## src/rtl/lt_pkg.sv

```systemverilog
package lt_pkg;
  localparam logic [7:0] RATE_LO  = 8'h06;
  localparam logic [7:0] RATE_MID = 8'h0A;
  localparam logic [7:0] RATE_HI  = 8'h14;

  typedef enum logic [1:0] {
    WR_PAT_LANES = 2'd0,
    WR_LANES     = 2'd1,
    WR_PAT_ONLY  = 2'd2
  } wr_kind_e;

  typedef enum logic [2:0] {
    S_IDLE, S_CR_START, S_WAIT, S_READ, S_CR_UPD, S_EQ_START, S_EQ_UPD, S_STOP
  } seq_state_e;

  function automatic logic [7:0] rate_step_down(input logic [7:0] r);
    case (r)
      RATE_HI:  return RATE_MID;
      RATE_MID: return RATE_LO;
      default:  return RATE_HI;
    endcase
  endfunction
endpackage

```

## src/rtl/lt_wait_timer.sv

```systemverilog
module lt_wait_timer #(
  parameter int TW = 16
) (
  input  logic          clk,
  input  logic          rst_n,
  input  logic          load,
  input  logic [TW-1:0] load_val,
  output logic          expired
);
  logic [TW-1:0] cnt_q;

  always_ff @(posedge clk) begin
    if (!rst_n)               cnt_q <= '0;
    else if (load)            cnt_q <= load_val;
    else if (cnt_q != '0)     cnt_q <= cnt_q - TW'(1);
  end

  assign expired = (cnt_q == '0);
endmodule

```

## src/rtl/lt_lane_check.sv

```systemverilog
module lt_lane_check #(
  parameter int NLANES = 4,
  parameter int LW     = 3
) (
  input  logic [LW-1:0]     lanes,
  input  logic [NLANES-1:0] bits,
  output logic              all_ok
);
  logic [NLANES-1:0] lane_ok;

  for (genvar i = 0; i < NLANES; i++) begin : g_lane
    assign lane_ok[i] = bits[i] | (LW'(i) >= lanes);
  end

  assign all_ok = &lane_ok;
endmodule

```

## src/rtl/lt_train_seq.sv

```systemverilog
module lt_train_seq
  import lt_pkg::*;
#(
  parameter int NLANES     = 4,
  parameter int TW         = 16,
  parameter int SAME_LIMIT = 5,
  parameter int EQ_LIMIT   = 5,
  parameter int SWING_MAX  = 2,
  localparam int LW = $clog2(NLANES + 1)
) (
  input  logic              clk,
  input  logic              rst_n,
  input  logic              start,
  input  logic [7:0]        src_max_rate,
  input  logic [7:0]        snk_max_rate,
  input  logic [LW-1:0]     src_lanes,
  input  logic [LW-1:0]     snk_lanes,
  input  logic              snk_tps3,
  input  logic [TW-1:0]     wait_cycles,
  output logic              wr_valid,
  input  logic              wr_ready,
  output logic [1:0]        wr_kind,
  output logic [1:0]        wr_pattern,
  output logic [1:0]        wr_swing,
  output logic              st_req,
  input  logic              st_gnt,
  input  logic              st_err,
  input  logic [NLANES-1:0] st_cr_lock,
  input  logic [NLANES-1:0] st_eq_ok,
  input  logic [1:0]        st_swing,
  output logic              done,
  output logic              fail,
  output logic [7:0]        link_rate,
  output logic [LW-1:0]     link_lanes,
  output logic [1:0]        pattern
);
  localparam int CW = $clog2(SAME_LIMIT + 1);
  localparam int EW = $clog2(EQ_LIMIT + 1);
  localparam logic [1:0] SW_CAP = 2'(SWING_MAX);

  seq_state_e      state_q;
  logic            phase_eq_q, maxsw_q, ok_q, done_q, fail_q;
  logic [7:0]      rate_q;
  logic [LW-1:0]   lanes_q;
  logic [1:0]      swing_q, pat_q;
  logic [CW-1:0]   same_q;
  logic [EW-1:0]   tries_q;

  logic       cr_all, eq_all, tmr_exp, wr_fire, rd_fire, rd_pass, rd_fail, sw_top;
  logic [1:0] sw_clamp, eq_pat;
  wr_kind_e   kind_c;

  lt_lane_check #(.NLANES(NLANES), .LW(LW)) u_cr_chk (
    .lanes(lanes_q), .bits(st_cr_lock), .all_ok(cr_all));
  lt_lane_check #(.NLANES(NLANES), .LW(LW)) u_eq_chk (
    .lanes(lanes_q), .bits(st_eq_ok), .all_ok(eq_all));
  lt_wait_timer #(.TW(TW)) u_tmr (
    .clk(clk), .rst_n(rst_n), .load(wr_fire && (state_q != S_STOP)),
    .load_val(wait_cycles), .expired(tmr_exp));

  assign sw_top   = (st_swing >= SW_CAP);
  assign sw_clamp = sw_top ? SW_CAP : st_swing;
  assign eq_pat   = snk_tps3 ? 2'd3 : 2'd2;

  // Write stream fields per state
  always_comb begin
    wr_valid   = 1'b1;
    kind_c     = WR_LANES;
    wr_pattern = pat_q;
    wr_swing   = swing_q;
    case (state_q)
      S_CR_START: begin kind_c = WR_PAT_LANES; wr_pattern = 2'd1; wr_swing = 2'd0; end
      S_EQ_START: begin kind_c = WR_PAT_LANES; wr_pattern = eq_pat; end
      S_CR_UPD, S_EQ_UPD: kind_c = WR_LANES;
      S_STOP:     begin kind_c = WR_PAT_ONLY; wr_pattern = 2'd0; wr_swing = 2'd0; end
      default:    wr_valid = 1'b0;
    endcase
  end

  assign wr_kind = kind_c;
  assign wr_fire = wr_valid && wr_ready;
  assign st_req  = (state_q == S_READ);
  assign rd_fire = st_req && st_gnt;

  // Outcome of a granted status read
  always_comb begin
    if (!phase_eq_q) begin
      rd_pass = !st_err && cr_all;
      rd_fail = st_err || (!cr_all && ((same_q >= CW'(SAME_LIMIT)) || maxsw_q));
    end else begin
      rd_pass = !st_err && cr_all && eq_all;
      rd_fail = st_err || !cr_all || (!eq_all && (tries_q == EW'(EQ_LIMIT - 1)));
    end
  end

  always_ff @(posedge clk) begin
    if (!rst_n) begin
      state_q    <= S_IDLE;
      phase_eq_q <= 1'b0;
      maxsw_q    <= 1'b0;
      ok_q       <= 1'b0;
      done_q     <= 1'b0;
      fail_q     <= 1'b0;
      rate_q     <= '0;
      lanes_q    <= '0;
      swing_q    <= '0;
      pat_q      <= '0;
      same_q     <= '0;
      tries_q    <= '0;
    end else begin
      case (state_q)
        S_IDLE: if (start) begin
          rate_q  <= (src_max_rate < snk_max_rate) ? src_max_rate : snk_max_rate;
          lanes_q <= (src_lanes < snk_lanes) ? src_lanes : snk_lanes;
          done_q  <= 1'b0;
          fail_q  <= 1'b0;
          state_q <= S_CR_START;
        end
        S_CR_START: if (wr_fire) begin
          pat_q      <= 2'd1;
          swing_q    <= 2'd0;
          same_q     <= CW'(1);
          maxsw_q    <= 1'b0;
          phase_eq_q <= 1'b0;
          state_q    <= S_WAIT;
        end
        S_EQ_START: if (wr_fire) begin
          pat_q      <= eq_pat;
          tries_q    <= '0;
          phase_eq_q <= 1'b1;
          state_q    <= S_WAIT;
        end
        S_CR_UPD, S_EQ_UPD: if (wr_fire) state_q <= S_WAIT;
        S_WAIT: if (tmr_exp) state_q <= S_READ;
        S_READ: if (rd_fire) begin
          if (rd_fail) begin
            if (rate_q == RATE_LO) begin
              ok_q    <= 1'b0;
              state_q <= S_STOP;
            end else begin
              rate_q  <= rate_step_down(rate_q);
              state_q <= S_CR_START;
            end
          end else if (rd_pass) begin
            if (!phase_eq_q) state_q <= S_EQ_START;
            else begin
              ok_q    <= 1'b1;
              state_q <= S_STOP;
            end
          end else begin
            swing_q <= sw_clamp;
            if (!phase_eq_q) begin
              same_q  <= (sw_clamp == swing_q) ? same_q + CW'(1) : CW'(1);
              maxsw_q <= sw_top;
              state_q <= S_CR_UPD;
            end else begin
              tries_q <= tries_q + EW'(1);
              state_q <= S_EQ_UPD;
            end
          end
        end
        S_STOP: if (wr_fire) begin
          pat_q   <= 2'd0;
          done_q  <= ok_q;
          fail_q  <= !ok_q;
          state_q <= S_IDLE;
        end
        default: state_q <= S_IDLE;
      endcase
    end
  end

  assign done       = done_q;
  assign fail       = fail_q;
  assign link_rate  = rate_q;
  assign link_lanes = lanes_q;
  assign pattern    = pat_q;
endmodule

```

## config.mk

```make
export PLATFORM = sky130hd
export DESIGN_NAME = lt_train_seq
export DESIGN_NICKNAME = d
export VERILOG_FILES = /design/src/rtl/lt_pkg.sv /design/src/rtl/lt_wait_timer.sv /design/src/rtl/lt_lane_check.sv /design/src/rtl/lt_train_seq.sv
export SDC_FILE = /design/constraint.sdc
export NUM_CORES = 1
export LEC_CHECK = 0
export ABC_AREA = 0
export BUFFER_PORTS_ARGS = -buffer_cell sky130_fd_sc_hd__buf_2
export CORE_ASPECT_RATIO = 1.4
export CORE_MARGIN = 2
export CORE_UTILIZATION = 25
export CTS_BUF_LIST = sky130_fd_sc_hd__clkbuf_2
export DETAILED_ROUTE_END_ITERATION = 8
export SLEW_MARGIN = 0
export SYNTH_ARGS = -nofsm -noshare
export SYNTH_HDL_FRONTEND = slang
export SYNTH_HIERARCHICAL = 1
export SYNTH_SLANG_ARGS = --single-unit
```

## constraint.sdc

```tcl
create_clock -name clk -period 4.1 [get_ports clk]
set_input_delay 0.82 -clock clk [delete_from_list [all_inputs] [get_ports clk]]
set_output_delay 0.82 -clock clk [all_outputs]
set_load 0.02 [all_outputs]
```

==> Word-level counts from Yosys, hierarchy flattened <==
Index checks and enable logic that the tools add are counted.
{ "word_totals": {"ff_bits": 45, "elab_cells": 168} }
{ "classes": {"n_bitwise": 8, "magnitude_cmp": 8, "addsub": 3, "n_eq_ne": 27, "muxes": 66, "n_reduce_logical": 43} }
{ "op_table": {"columns": ["operator", "n"], "rows": [
  ["two-way mux 3 bit", 19],
  ["two-way mux 8 bit", 5],
  ["two-way mux 16 bit", 2],
  ["two-way mux 2 bit", 10],
  ["AND reduction 5 bit", 4],
  ["!= test 2 bit (second input constant)", 9],
  ["two-way mux 1 bit", 17],
  ["zero test 16 bit", 1],
  ["case mux 8 bit (2 select lines)", 1],
  ["nonzero test 16 bit", 1],
  ["nonzero test 2 bit", 8],
  ["subtractor 16 x 1 -> 16 bit (second input constant)", 1],
  ["== test 3 bit (second input constant)", 5],
  ["case mux 3 bit (5 select lines)", 1],
  ["case mux 2 bit (3 select lines)", 2],
  ["case mux 3 bit (2 select lines)", 2],
  ["AND reduction 4 bit", 3],
  ["AND reduction 6 bit", 2],
  ["!= test 2 x 1 -> 1 bit (second input constant)", 5],
  ["case mux 5 bit (2 select lines)", 1],
  ["== test 8 x 3 -> 1 bit (second input constant)", 1],
  ["== test 8 x 4 -> 1 bit (second input constant)", 1],
  ["== test 8 x 5 -> 1 bit (second input constant)", 1],
  ["< comparator 8 bit", 1],
  ["other kinds (23)", 52]
]} }

==> Depth between registers and ports, before layout <==
{ "logic_depth": {"depth_word": 10, "ltp_mapped": 12} }

==> Cells and area by module <==
Netlist, hierarchy kept.
{ "modules_own_cells": {"columns": ["module", "seq_area_each_um2", "instances", "cells_per_inst", "area_per_inst_um2"], "rows": [
  ["lt_train_seq", 580.6, 1, 248, 2024.4],
  ["lt_wait_timer", 320.3, 1, 116, 939.7],
  ["lt_lane_check", 0.0, 2, 5, 35.0]
]} }

==> Worst setup path after synthesis <==
Ideal clock, no wire load.
{ "synth_path": {"kind": "register to register", "from": "reg u_tmr.cnt_q[0]", "to": "reg state_q[0]", "path_slack_ps": 1436, "setup_time_ps": 116, "path_stages_with_launch": 13, "t_arrival_ps": 2548, "period_less_slack_ps": 2664, "path_buffers": 2, "path_cell_list": "dfxtp_1 -> inv_1 -> ha_1 -> or3b_1 -> or4_4 -> buf_6 -> buf_2 -> nor2_1 -> or3b_1 -> o221a_1 -> o22a_1 -> o221ai_1 -> o211a_1"} }
{ "synth_between": {"elab_chain_cells": 3} }
{ "synth_rtl": {"columns": ["item", "line_no", "source"], "rows": [
  ["start, declared", "lt_wait_timer.sv:10", "logic [TW-1:0] cnt_q;"],
  ["start signal, assigned", "lt_wait_timer.sv:14", "else if (load) cnt_q <= load_val;"],
  ["start signal, assigned", "lt_wait_timer.sv:15", "else if (cnt_q != '0) cnt_q <= cnt_q - TW'(1);"],
  ["zero test 16 bit", "lt_wait_timer.sv:18", "assign expired = (cnt_q == '0);"],
  ["named net tmr_exp", "lt_train_seq.sv:49", "logic cr_all, eq_all, tmr_exp, wr_fire, rd_fire, rd_pass, rd_fail, sw_top;"],
  ["!= test 2 bit (no line)", null, null],
  ["AND reduction 5 bit (no line)", null, null],
  ["end signal, assigned", "lt_train_seq.sv:98", "state_q <= S_IDLE;"],
  ["end signal, assigned", "lt_train_seq.sv:117", "state_q <= S_CR_START;"],
  ["end signal, assigned", "lt_train_seq.sv:125", "state_q <= S_WAIT;"],
  ["end, declared", "lt_train_seq.sv:41", "seq_state_e state_q;"]
]} }
The timed path passes the listed nets, and every way through them passes these cells.
A chain may end at the register's enable or synchronous reset.

==> Final worst setup path <==
{ "layout_path": {"from": "reg state_q[0]", "to": "out st_req"} }
{ "layout_between": {"elab_chain_cells": 1} }
{ "layout_rtl": {"columns": ["item", "line_no", "source"], "rows": [
  ["== test 3 x 2 -> 1 bit", "lt_train_seq.sv:82", "assign st_req = (state_q == S_READ);"],
  ["end, declared", "lt_train_seq.sv:25", "output logic st_req,"]
]} }
Every way passes these cells.

==> impl_metrics.py <==
metrics = {
    "route": {
        "ant_nets": 0,
        "initialDrtViolationCount": 141,
        "wire_per_inst_um": 13.8,
        "drc": 0,
        "vias_per_cell": 4.99,
        "firstDrtPassIters": 4,
        "wirelength_um": 8160,
        "vias": 2937,
    },
    "synth": {
        "yosysSeqAreaShare": 0.297,
        "synth.top_cells.by_area": "dfxtp_1 30%, ha_1 5.8%, nand2_1 4.2%",
        "synth_ff_type": "dfxtp_1",
        "syn_area_per_cell_um2": 8.11,
        "synth-edff-count": 0,
        "synth.distinct_cells": 71,
        "synth_top_area_frac": 0.297,
        "syn_area_mm2": 0.00303,
        "async_flop_share": 0,
        "syn-num-nets": 443,
        "synth_top_area_cell": "dfxtp_1",
        "syn_inst": 374,
        "synth_warnings": 6,
        "synth-seq-cells": 45,
    },
    "cts": {
        "postCtsSetupBuffers": 0,
        "clockBufferDepth": 2,
        "cts_resized": 0,
        "postCtsHoldBufs": 0,
        "clock-sinks": 45,
        "cts_buffers": 5,
        "root_buffer": "clkbuf_2",
        "htreeDepth": 2,
        "cts_tree": "done",
        "worstSkewPairLatency_ns": 0.41,
        "path_clk_slew_ns": 0.23,
    },
    "grt": {
        "grt_pass1_vias": 3007,
        "grt_antenna_before_repair": 0,
        "grt_first_pass_wirelength_um": 13800,
        "grt_max_degree": 30,
        "grt-ovfl-total": 0,
        "grt.total_usage": 0.124,
    },
    "final_layout": {
        "final_cell_mix": "77 x buf_2, 45 x dfxtp_1, 34 x nand2_1",
        "n_antenna_cell": 0,
        "fillers": 1289,
        "final_nets": 511,
        "layout-drive-gt1-share": 0.219,
        "final_common_cell": "buf_2",
        "register_area_um2": 901,
        "multi_input_area_mm2": 0.00195,
        "syn2layout_area_growth_pct": 17.7,
    },
    "status": {
        "status": "complete, no violations",
    },
    "timing": {
        "setup_viol": 0,
        "rsz0062_at_grt": "false",
        "fin_setup_tns_ns": 0,
        "slew_viol_final": 0,
        "hold_viol": 0,
        "fmax_ghz": 0.331,
        "min_period_ns": 3.02,
        "fin_crit_sh": 0.736,
        "worst_slew_pin_slew_ns": 0.616,
        "slew_headroom": 0.585,
        "skew_ns": 0.0197,
    },
    "critical_path": {
        "worst_r2r_startpoint": "u_tmr/cnt_q[0]",
        "cp_slowest_cell": "dfxtp_1",
        "r2r_setup_slack_ns": 1.30,
        "critPathLaunch": "state_q[0]",
        "timing_worst_setup_path_type": "register to output pin",
        "critical_path_required_ns": 3.28,
        "cp_cell_sequence": "nand3b_1, inv_1, buf_2",
        "path_max_fanout": 20,
        "worstPathArrival_ns": 2.20,
        "slowest_delay_ns": 0.74,
        "startpoint_type": "register",
        "cp-end-kind": "output pin",
        "rr_endpoint": "state_q[0]",
        "reg2reg_depth": 10,
    },
    "pwr": {
        "p_leak_nw": 1.53,
        "p_total_w": 0.00186,
        "peakVddDrop_uv": 168,
        "p_per_area_mw_per_mm2": 522,
    },
    "min_path": {
        "holdPathStages": 2,
        "hold_path.class": "register to register",
        "hold_end": "done",
        "hold_start": "done",
    },
    "floorplan": {
        "die_area_mm2": 0.0130,
        "die_w_um": 97.1,
        "design.core.area_mm2": 0.0118,
        "ioPinCount": 78,
        "initial_core_util": 0.257,
        "die_h_um": 134,
        "rows": 47,
    },
    "place": {
        "dp.final_hpwl_um": 6450,
        "gp_congestion": 0.838,
        "port_buffers": 77,
    },
    "flow_run": {
        "drv_cap": 0,
    },
}
-- per-stage QoR --
| step | util | worst slack (ns) | cell area [um^2] | std cells | hold WS [ns] |
|---|---|---|---|---|---|
| global placement | 0.299 | 1.25 | 3530 | 582 | 0.455 |
| finish | 0.302 | 1.08 | 3570 | 589 | 0.487 |
| detailed placement | 0.299 | 1.18 | 3530 | 582 | 0.470 |
| global route | 0.302 | 0.848 | 3570 | 589 | 0.520 |
| floorplan | - | 1.44 | 3030 | 374 | 0.449 |
| CTS | 0.302 | 1.04 | 3570 | 589 | 0.496 |
-- kinds of logic after synthesis --
logic type                 count (synthesis)  synth area share
AOI/OAI and AO/OA                        102             0.245
xor gates and xnor gates                  11            0.0318
adders and majority gates                 14            0.0577
buffers and inverters                     45            0.0598
DFF                                       45             0.297
muxes                                     15            0.0507
and+or+nand+nor                          142             0.258
-- flip-flops by register name (all words and copies together), names as in the netlist, 2 cells and up --
name         count
tries_q          3
state_q          3
u_tmr/cnt_q     16
swing_q          2
link_lanes       3
pattern          2
link_rate        8
same_q           3
-- worst max path at each step --
stage / slack (ns) / cells past startpoint / to
5_1_grt: 0.85 / 3 / st_req
6_report: 1.08 / 3 / st_req
2_1_floorplan: 1.44 / 12 / state_q[0]
3_3_place_gp: 1.25 / 8 / same_q[2]
3_5_place_dp: 1.18 / 8 / same_q[2]
4_1_cts: 1.04 / 3 / st_req
-- worst max-delay path: cells and delay by family, from the launching register on --
kind	cells	cell delay (ns)
flops	1	0.74
simple gates	1	0.37
buf+inv	2	0.70
-- synthesized netlist by cell type (4+ instances only) --
library cell,instances
a211oi_1,4
o21ai_0,19
o2bb2ai_1,4
or4_1,4
o221ai_1,4
ha_1,14
nor4_1,5
and2_1,5
nand2b_1,4
inv_1,26
nand3_1,15
a21oi_1,17
clkbuf_1,11
o211ai_1,7
nor3_1,9
nand2_1,34
xnor2_1,8
mux2i_1,12
o31ai_1,5
o21ai_1,4
nor2_1,31
buf_2,4
nor2b_1,7
dfxtp_1,45
-- final cells by class --
cell class                      instances  share of cell area
Inverter                               28              0.0294
Multi-Input combinational cell        284               0.547
Tap cell                              147              0.0515
Sequential cell                        45               0.252
Timing Repair Buffer                   78               0.110
Clock inverter                          2             0.00315
Clock buffer                            5             0.00701
-- where the power goes --
part | switching [W] | internal (W) | leakage, nW
sequential | 0.000139 | 0.000541 | 0.368
combinational | 0.000592 | 0.000409 | 1.14
clock | 0.000147 | 0.0000367 | 0.0225
total | 0.000877 | 0.000987 | 1.53
-- metal layers --
metal,share of wire,track usage,vias to the layer above
met5,0,0,-
met4,0.013,0.0368,0
met3,0.047,0.0276,9
met2,0.51,0.231,58
met1,0.43,0.141,1358
li1,-,-,1512
Power figures use the tool's default switching activity.
